--- src/rtl/sck_pkg.sv ---
package sck_pkg;
  localparam int unsigned PM_W_DEF   = 4;
  localparam int unsigned BASE_DIV_D = 2;   // half of the fixed /4
  localparam int unsigned EXT_DIV_D  = 16;

  typedef enum logic [1:0] {
    EDGE_NONE  = 2'd0,
    EDGE_LEAD  = 2'd1,
    EDGE_TRAIL = 2'd2
  } edge_e;
endpackage

--- src/rtl/sck_mod_cnt.sv ---
module sck_mod_cnt #(
  parameter int unsigned W = 4
) (
  input  logic         clk_i,
  input  logic         rst_ni,
  input  logic         clr_i,
  input  logic         en_i,
  input  logic [W-1:0] last_i,
  output logic         wrap_o
);
  logic [W-1:0] cnt_q;

  assign wrap_o = en_i && !clr_i && (cnt_q == last_i);

  always_ff @(posedge clk_i or negedge rst_ni) begin
    if (!rst_ni)     cnt_q <= '0;
    else if (clr_i)  cnt_q <= '0;
    else if (en_i)   cnt_q <= wrap_o ? '0 : cnt_q + W'(1);
  end

  // counter never passes its terminal value
  a_r2_cnt_in_range: assert property (@(posedge clk_i) disable iff (!rst_ni)
    cnt_q <= last_i);
endmodule

--- src/rtl/sck_edge_gen.sv ---
module sck_edge_gen
  import sck_pkg::*;
(
  input  logic clk_i,
  input  logic rst_ni,
  input  logic run_i,
  input  logic tick_i,
  input  logic idle_i,
  input  logic phase_i,
  output logic sclk_o,
  output logic tick_o,
  output logic lead_o,
  output logic trail_o,
  output logic sample_o,
  output logic shift_o
);
  logic  level_q;
  logic  tick_q;
  edge_e edge_q;

  always_ff @(posedge clk_i or negedge rst_ni) begin
    if (!rst_ni) begin
      level_q <= 1'b0;
      tick_q  <= 1'b0;
      edge_q  <= EDGE_NONE;
    end else if (!run_i) begin
      level_q <= idle_i;
      tick_q  <= 1'b0;
      edge_q  <= EDGE_NONE;
    end else if (tick_i) begin
      level_q <= ~level_q;
      tick_q  <= 1'b1;
      edge_q  <= (level_q == idle_i) ? EDGE_LEAD : EDGE_TRAIL;
    end else begin
      tick_q  <= 1'b0;
      edge_q  <= EDGE_NONE;
    end
  end

  assign sclk_o   = level_q;
  assign tick_o   = tick_q;
  assign lead_o   = (edge_q == EDGE_LEAD);
  assign trail_o  = (edge_q == EDGE_TRAIL);
  assign sample_o = phase_i ? trail_o : lead_o;
  assign shift_o  = phase_i ? lead_o  : trail_o;

  // every tick flips the clock level
  a_r5_tick_toggles: assert property (@(posedge clk_i) disable iff (!rst_ni)
    tick_q |-> (level_q != $past(level_q)));
endmodule

--- src/rtl/sck_prescaler.sv ---
module sck_prescaler
  import sck_pkg::*;
#(
  parameter int unsigned PM_W     = PM_W_DEF,
  parameter int unsigned BASE_DIV = BASE_DIV_D,
  parameter int unsigned EXT_DIV  = EXT_DIV_D
) (
  input  logic            clk_i,
  input  logic            rst_ni,
  input  logic [PM_W-1:0] cfg_pm_i,
  input  logic            cfg_div16_i,
  input  logic            cfg_idle_high_i,
  input  logic            cfg_phase_i,
  input  logic            start_i,
  input  logic            stop_i,
  output logic            sclk_o,
  output logic            tick_o,
  output logic            lead_o,
  output logic            trail_o,
  output logic            sample_o,
  output logic            shift_o
);
  localparam int unsigned BASE_W = (BASE_DIV > 1) ? $clog2(BASE_DIV) : 1;
  localparam int unsigned EXT_W  = (EXT_DIV > 1) ? $clog2(EXT_DIV) : 1;
  localparam logic [BASE_W-1:0] BASE_LAST = BASE_W'(BASE_DIV - 1);
  localparam logic [EXT_W-1:0]  EXT_LAST  = EXT_W'(EXT_DIV - 1);

  logic            active_q;
  logic [PM_W-1:0] pm_q;
  logic            div16_q, idle_q, phase_q;
  logic            run_c, base_wrap, stage_en, tick_c, idle_sel;

  // frame control and config capture
  always_ff @(posedge clk_i or negedge rst_ni) begin
    if (!rst_ni) begin
      active_q <= 1'b0;
      pm_q     <= '0;
      div16_q  <= 1'b0;
      idle_q   <= 1'b0;
      phase_q  <= 1'b0;
    end else if (start_i) begin
      active_q <= 1'b1;
      pm_q     <= cfg_pm_i;
      div16_q  <= cfg_div16_i;
      idle_q   <= cfg_idle_high_i;
      phase_q  <= cfg_phase_i;
    end else if (stop_i) begin
      active_q <= 1'b0;
    end
  end

  assign run_c    = active_q && !start_i && !stop_i;
  assign idle_sel = start_i ? cfg_idle_high_i : idle_q;

  // fixed /2 half-period prescale (x2 per period gives /4)
  sck_mod_cnt #(.W(BASE_W)) u_base (
    .clk_i  (clk_i),
    .rst_ni (rst_ni),
    .clr_i  (!run_c),
    .en_i   (run_c),
    .last_i (BASE_LAST),
    .wrap_o (base_wrap)
  );

  generate
    if (EXT_DIV > 1) begin : g_ext
      logic ext_wrap;
      sck_mod_cnt #(.W(EXT_W)) u_ext (
        .clk_i  (clk_i),
        .rst_ni (rst_ni),
        .clr_i  (!run_c),
        .en_i   (base_wrap && div16_q),
        .last_i (EXT_LAST),
        .wrap_o (ext_wrap)
      );
      assign stage_en = div16_q ? ext_wrap : base_wrap;
    end else begin : g_no_ext
      assign stage_en = base_wrap;
    end
  endgenerate

  // (PM+1) stage
  sck_mod_cnt #(.W(PM_W)) u_pm (
    .clk_i  (clk_i),
    .rst_ni (rst_ni),
    .clr_i  (!run_c),
    .en_i   (stage_en),
    .last_i (pm_q),
    .wrap_o (tick_c)
  );

  sck_edge_gen u_edge (
    .clk_i    (clk_i),
    .rst_ni   (rst_ni),
    .run_i    (run_c),
    .tick_i   (tick_c),
    .idle_i   (idle_sel),
    .phase_i  (phase_q),
    .sclk_o   (sclk_o),
    .tick_o   (tick_o),
    .lead_o   (lead_o),
    .trail_o  (trail_o),
    .sample_o (sample_o),
    .shift_o  (shift_o)
  );

  a_r8_cfg_hold: assert property (@(posedge clk_i) disable iff (!rst_ni)
    !start_i |=> $stable({pm_q, div16_q, idle_q, phase_q}));

  a_r4_quiet_after_start: assert property (@(posedge clk_i) disable iff (!rst_ni)
    start_i |=> (!tick_o && sclk_o == idle_q));

  a_r9_stop_idle: assert property (@(posedge clk_i) disable iff (!rst_ni)
    (stop_i && !start_i) |=> (!tick_o && sclk_o == idle_q && !active_q));

  a_r1_idle_when_off: assert property (@(posedge clk_i) disable iff (!rst_ni)
    !active_q |-> (!tick_o && sclk_o == idle_q));

  a_r6_lead_leaves_idle: assert property (@(posedge clk_i) disable iff (!rst_ni)
    lead_o |-> (sclk_o != idle_q));

  a_r6_trail_returns: assert property (@(posedge clk_i) disable iff (!rst_ni)
    trail_o |-> (sclk_o == idle_q));

  a_r7_roles_split: assert property (@(posedge clk_i) disable iff (!rst_ni)
    tick_o |-> (sample_o != shift_o));
endmodule

--- config.mk ---
export PLATFORM = sky130hd
export DESIGN_NAME = sck_prescaler
export DESIGN_NICKNAME = d
export VERILOG_FILES = /design/src/rtl/sck_pkg.sv /design/src/rtl/sck_mod_cnt.sv /design/src/rtl/sck_edge_gen.sv /design/src/rtl/sck_prescaler.sv
export SDC_FILE = /design/constraint.sdc
export NUM_CORES = 1
export LEC_CHECK = 0
export ABC_CLOCK_PERIOD_IN_PS = 2400
export BUFFER_PORTS_ARGS = -buffer_cell sky130_fd_sc_hd__buf_4
export CAP_MARGIN = 20
export CORE_UTILIZATION = 61
export CTS_BUF_LIST = sky130_fd_sc_hd__clkbuf_8
export DETAILED_ROUTE_END_ITERATION = 8
export PLACE_DENSITY = 0.85
export SLEW_MARGIN = 5
export SYNTH_ARGS = -nofsm -noshare
export SYNTH_HDL_FRONTEND = slang
export SYNTH_SLANG_ARGS = --single-unit
export TNS_END_PERCENT = 10
--- constraint.sdc ---
create_clock -name clk_i -period 2.4 [get_ports clk_i]
set_input_delay 0.24 -clock clk_i [delete_from_list [all_inputs] [get_ports clk_i]]
set_output_delay 0.24 -clock clk_i [all_outputs]
set_load 0.01 [all_outputs]
==> out/results.ini <==
[setup_path]
critPathLaunchType = flop
r2r_start = g_ext.u_ext.cnt_q[0]
end_kind = flop
reg2reg_depth = 5
crit_required_ns = 2.58
crit_fanout = 5
r2r_end = u_pm.cnt_q[3]
rrSetupSlack_ns = 0.68
path_class = flop to flop
critPathArrivalTime_ns = 1.90

[power]
ir_drop_mv = 0.463
power.density_nw_per_um2 = 567
power_leakage_nw = 0.566

[cells_and_area]
multi_input_area_sq_um = 479
area_growth_pct = 17.6
final_core_util_pct = 78.6
post_route_cells_drive_above_1_share_pct = 29.4
fill_cells = 110
antenna_cells = 0
fin_nets = 123
seq_area_sq_um = 526
final_common_cell = dfrtp_1
final_cell_mix = 21 x dfrtp_1, 16 x buf_4, 7 x mux2_2, 7 x nand2_1

[timing]
setup_viol = 0
drv_slew = 0
fin_crit_ns = 1.72
hold_viol = 0
fin_skew_ns = 0.00234
tns_ns = 0
slew_headroom_pct = 66.2
period_share_pct = 71.5
worstMarginPinSlew_ns = 0.505
rsz0062_at_grt = no
fmax_ghz = 0.583
layout_setup_ws_ns = 0.684

[detailed_routing]
post_drt_wl_per_cell_um = 14.7
drt-pass1-iter-count = 4
ant_nets = 0
dr_total_vias = 732
totalWireLength_um = 1840
drc = 0
drt_iter0_markers = 27
drt-vias-per-instance = 5.86

[hold_path]
hp-class = input pin to flop
hold_end = pm_q[2]
holdCritStartpoint = cfg_pm_i[2]
worstHoldPathCells = 2

[synth]
synth_edf_count = 0
synth_ff_type = dfrtp_1
synth_fp_nets = 104
synth_area_sq_um = 1030
synthArstFlopShare_pct = 100
ys_warn_count = 0
yosysSeqAreaShare_pct = 51.0
synth_top_area_cell = dfrtp_1
avgSynthCellArea_sq_um = 11.3
synth_seq_cells = 21
ys_types = 35
synth_top_cell_area_share_pct = 51.0
yosys-top-cells-area = dfrtp_1 51%, mux2_2 7.7%, xor2_1 4.3%
synth_cells = 91

[clock_network]
clk_pin_slew_worst_paths_ns = 0.07
cts-root-buf = clkbuf_8
worstSkewPairLatency_ns = 0.26
h-tree-depth = 1
clock-sinks = 21
clock_path_buffers = 2
cts_buffers = 3
cts_tree = yes

[placed_design]
dpl.hpwl_um = 1380
gp_congestion = 0.859
port_buffers = 16
dp_slack_ns = 0.726

[floorplanning]
pin_count = 17
design.core.area_sq_um = 1540
die_w_um = 43.1
dieArea_sq_um = 1860
start_util_pct = 66.8
fp.dieH_um = 43.1
row_count = 14

[flow_run]
maxCapViolations = 0

[outcome]
status = complete, no violations

[grt]
grt_pass1_wl_um = 3140
grt_pass1_vias = 763
grt_start_max_net_pins = 22
grt_usage_pct = 22.5
grt-ovfl-total = 0
antenna_found_initial = 0

==> cells in the mapped netlist, types with 2 or more instances <==
library cell	number
nand2_1	7
nand3_1	5
nor2b_1	3
and3_2	2
dfrtp_1	21
o21ai_0	2
nor3_1	2
nor3b_1	2
ha_1	2
xor2_1	5
mux2_2	7
a21oi_1	5
inv_1	3
nand3b_1	2
nor2_1	3
==> cells by family after synthesis <==
logic type	synth area share (%)
xor+xnor	6.68
flops	51.0
simple gates	17.9
compound gates	10.9
buf+inv	2.43
mux	8.63
fa+ha+maj	2.43
==> flip-flops by register name, indices dropped and copies added, names as in the netlist, 2 cells and up <==
signal	cells
g_ext.u_ext.cnt_q	4
pm_q	4
u_pm.cnt_q	4
u_edge.edge_q	2
==> per-layer routing <==
metal | wire, um | up-vias | global-route usage (%)
li1 | - | 358 | -
met1 | 793 | 352 | 29.7
met2 | 963 | 20 | 38.2
met3 | 61 | 2 | 2.55
met4 | 18 | 0 | 7.88
met5 | 0 | - | 0
==> worst max-delay path: stages (launching register included) <==
cell and delay (ns):
dfrtp_1 0.41, ha_1 0.22, and3_2 0.26, o21ai_4 0.08, or4_1 0.53, o21bai_1 0.14
==> area by class of cell <==
type	count	area share [%]
sequential	21	43.4
multi-input combinational	64	39.6
timing repair buffer	17	10.7
clock buffer	3	3.41
tap	16	1.65
inverter	3	0.930
clock inverter	1	0.310
==> power by group <==
group          internal (mW)  total, mW  switching [mW]
logic                 0.0394     0.0787          0.0393
registers              0.370      0.386          0.0159
clock network          0.114      0.222           0.108
==> through the flow <==
stage	cell area, sq um	hold slack [ns]	cells	power [mW]
2_1_floorplan	1030	-0.0556	91	0.438
3_3_place_gp	1160	0.133	120	0.468
3_5_place_dp	1160	0.136	120	0.471
4_1_cts	1210	0.207	125	0.692
5_1_grt	1210	0.210	125	0.709
6_report	1210	0.210	125	0.687
==> how the worst max path moves through the flow <==
| stage | startpoint | to | slack, ns | depth (start not counted) |
|---|---|---|---|---|
| global placement | g_ext.u_ext.cnt_q[0] | u_pm.cnt_q[3] | 0.80 | 5 |
| floorplan | g_ext.u_ext.cnt_q[0] | u_pm.cnt_q[3] | 0.84 | 5 |
| global route | g_ext.u_ext.cnt_q[0] | u_pm.cnt_q[3] | 0.65 | 5 |
| detailed placement | g_ext.u_ext.cnt_q[0] | u_pm.cnt_q[3] | 0.73 | 5 |
| CTS | g_ext.u_ext.cnt_q[0] | u_pm.cnt_q[3] | 0.69 | 5 |
| finish | g_ext.u_ext.cnt_q[0] | u_pm.cnt_q[3] | 0.68 | 5 |
==> repair_timing <==
item | CTS | global route
resized for setup | 0 | 0
endpoints found under the setup margin | 0 | 0
buffers inserted | 0 | 0
hold buffers | 1 | 0
endpoints found under the hold margin | 21 | 0
Note: power is estimated with default switching activity, not from simulation.
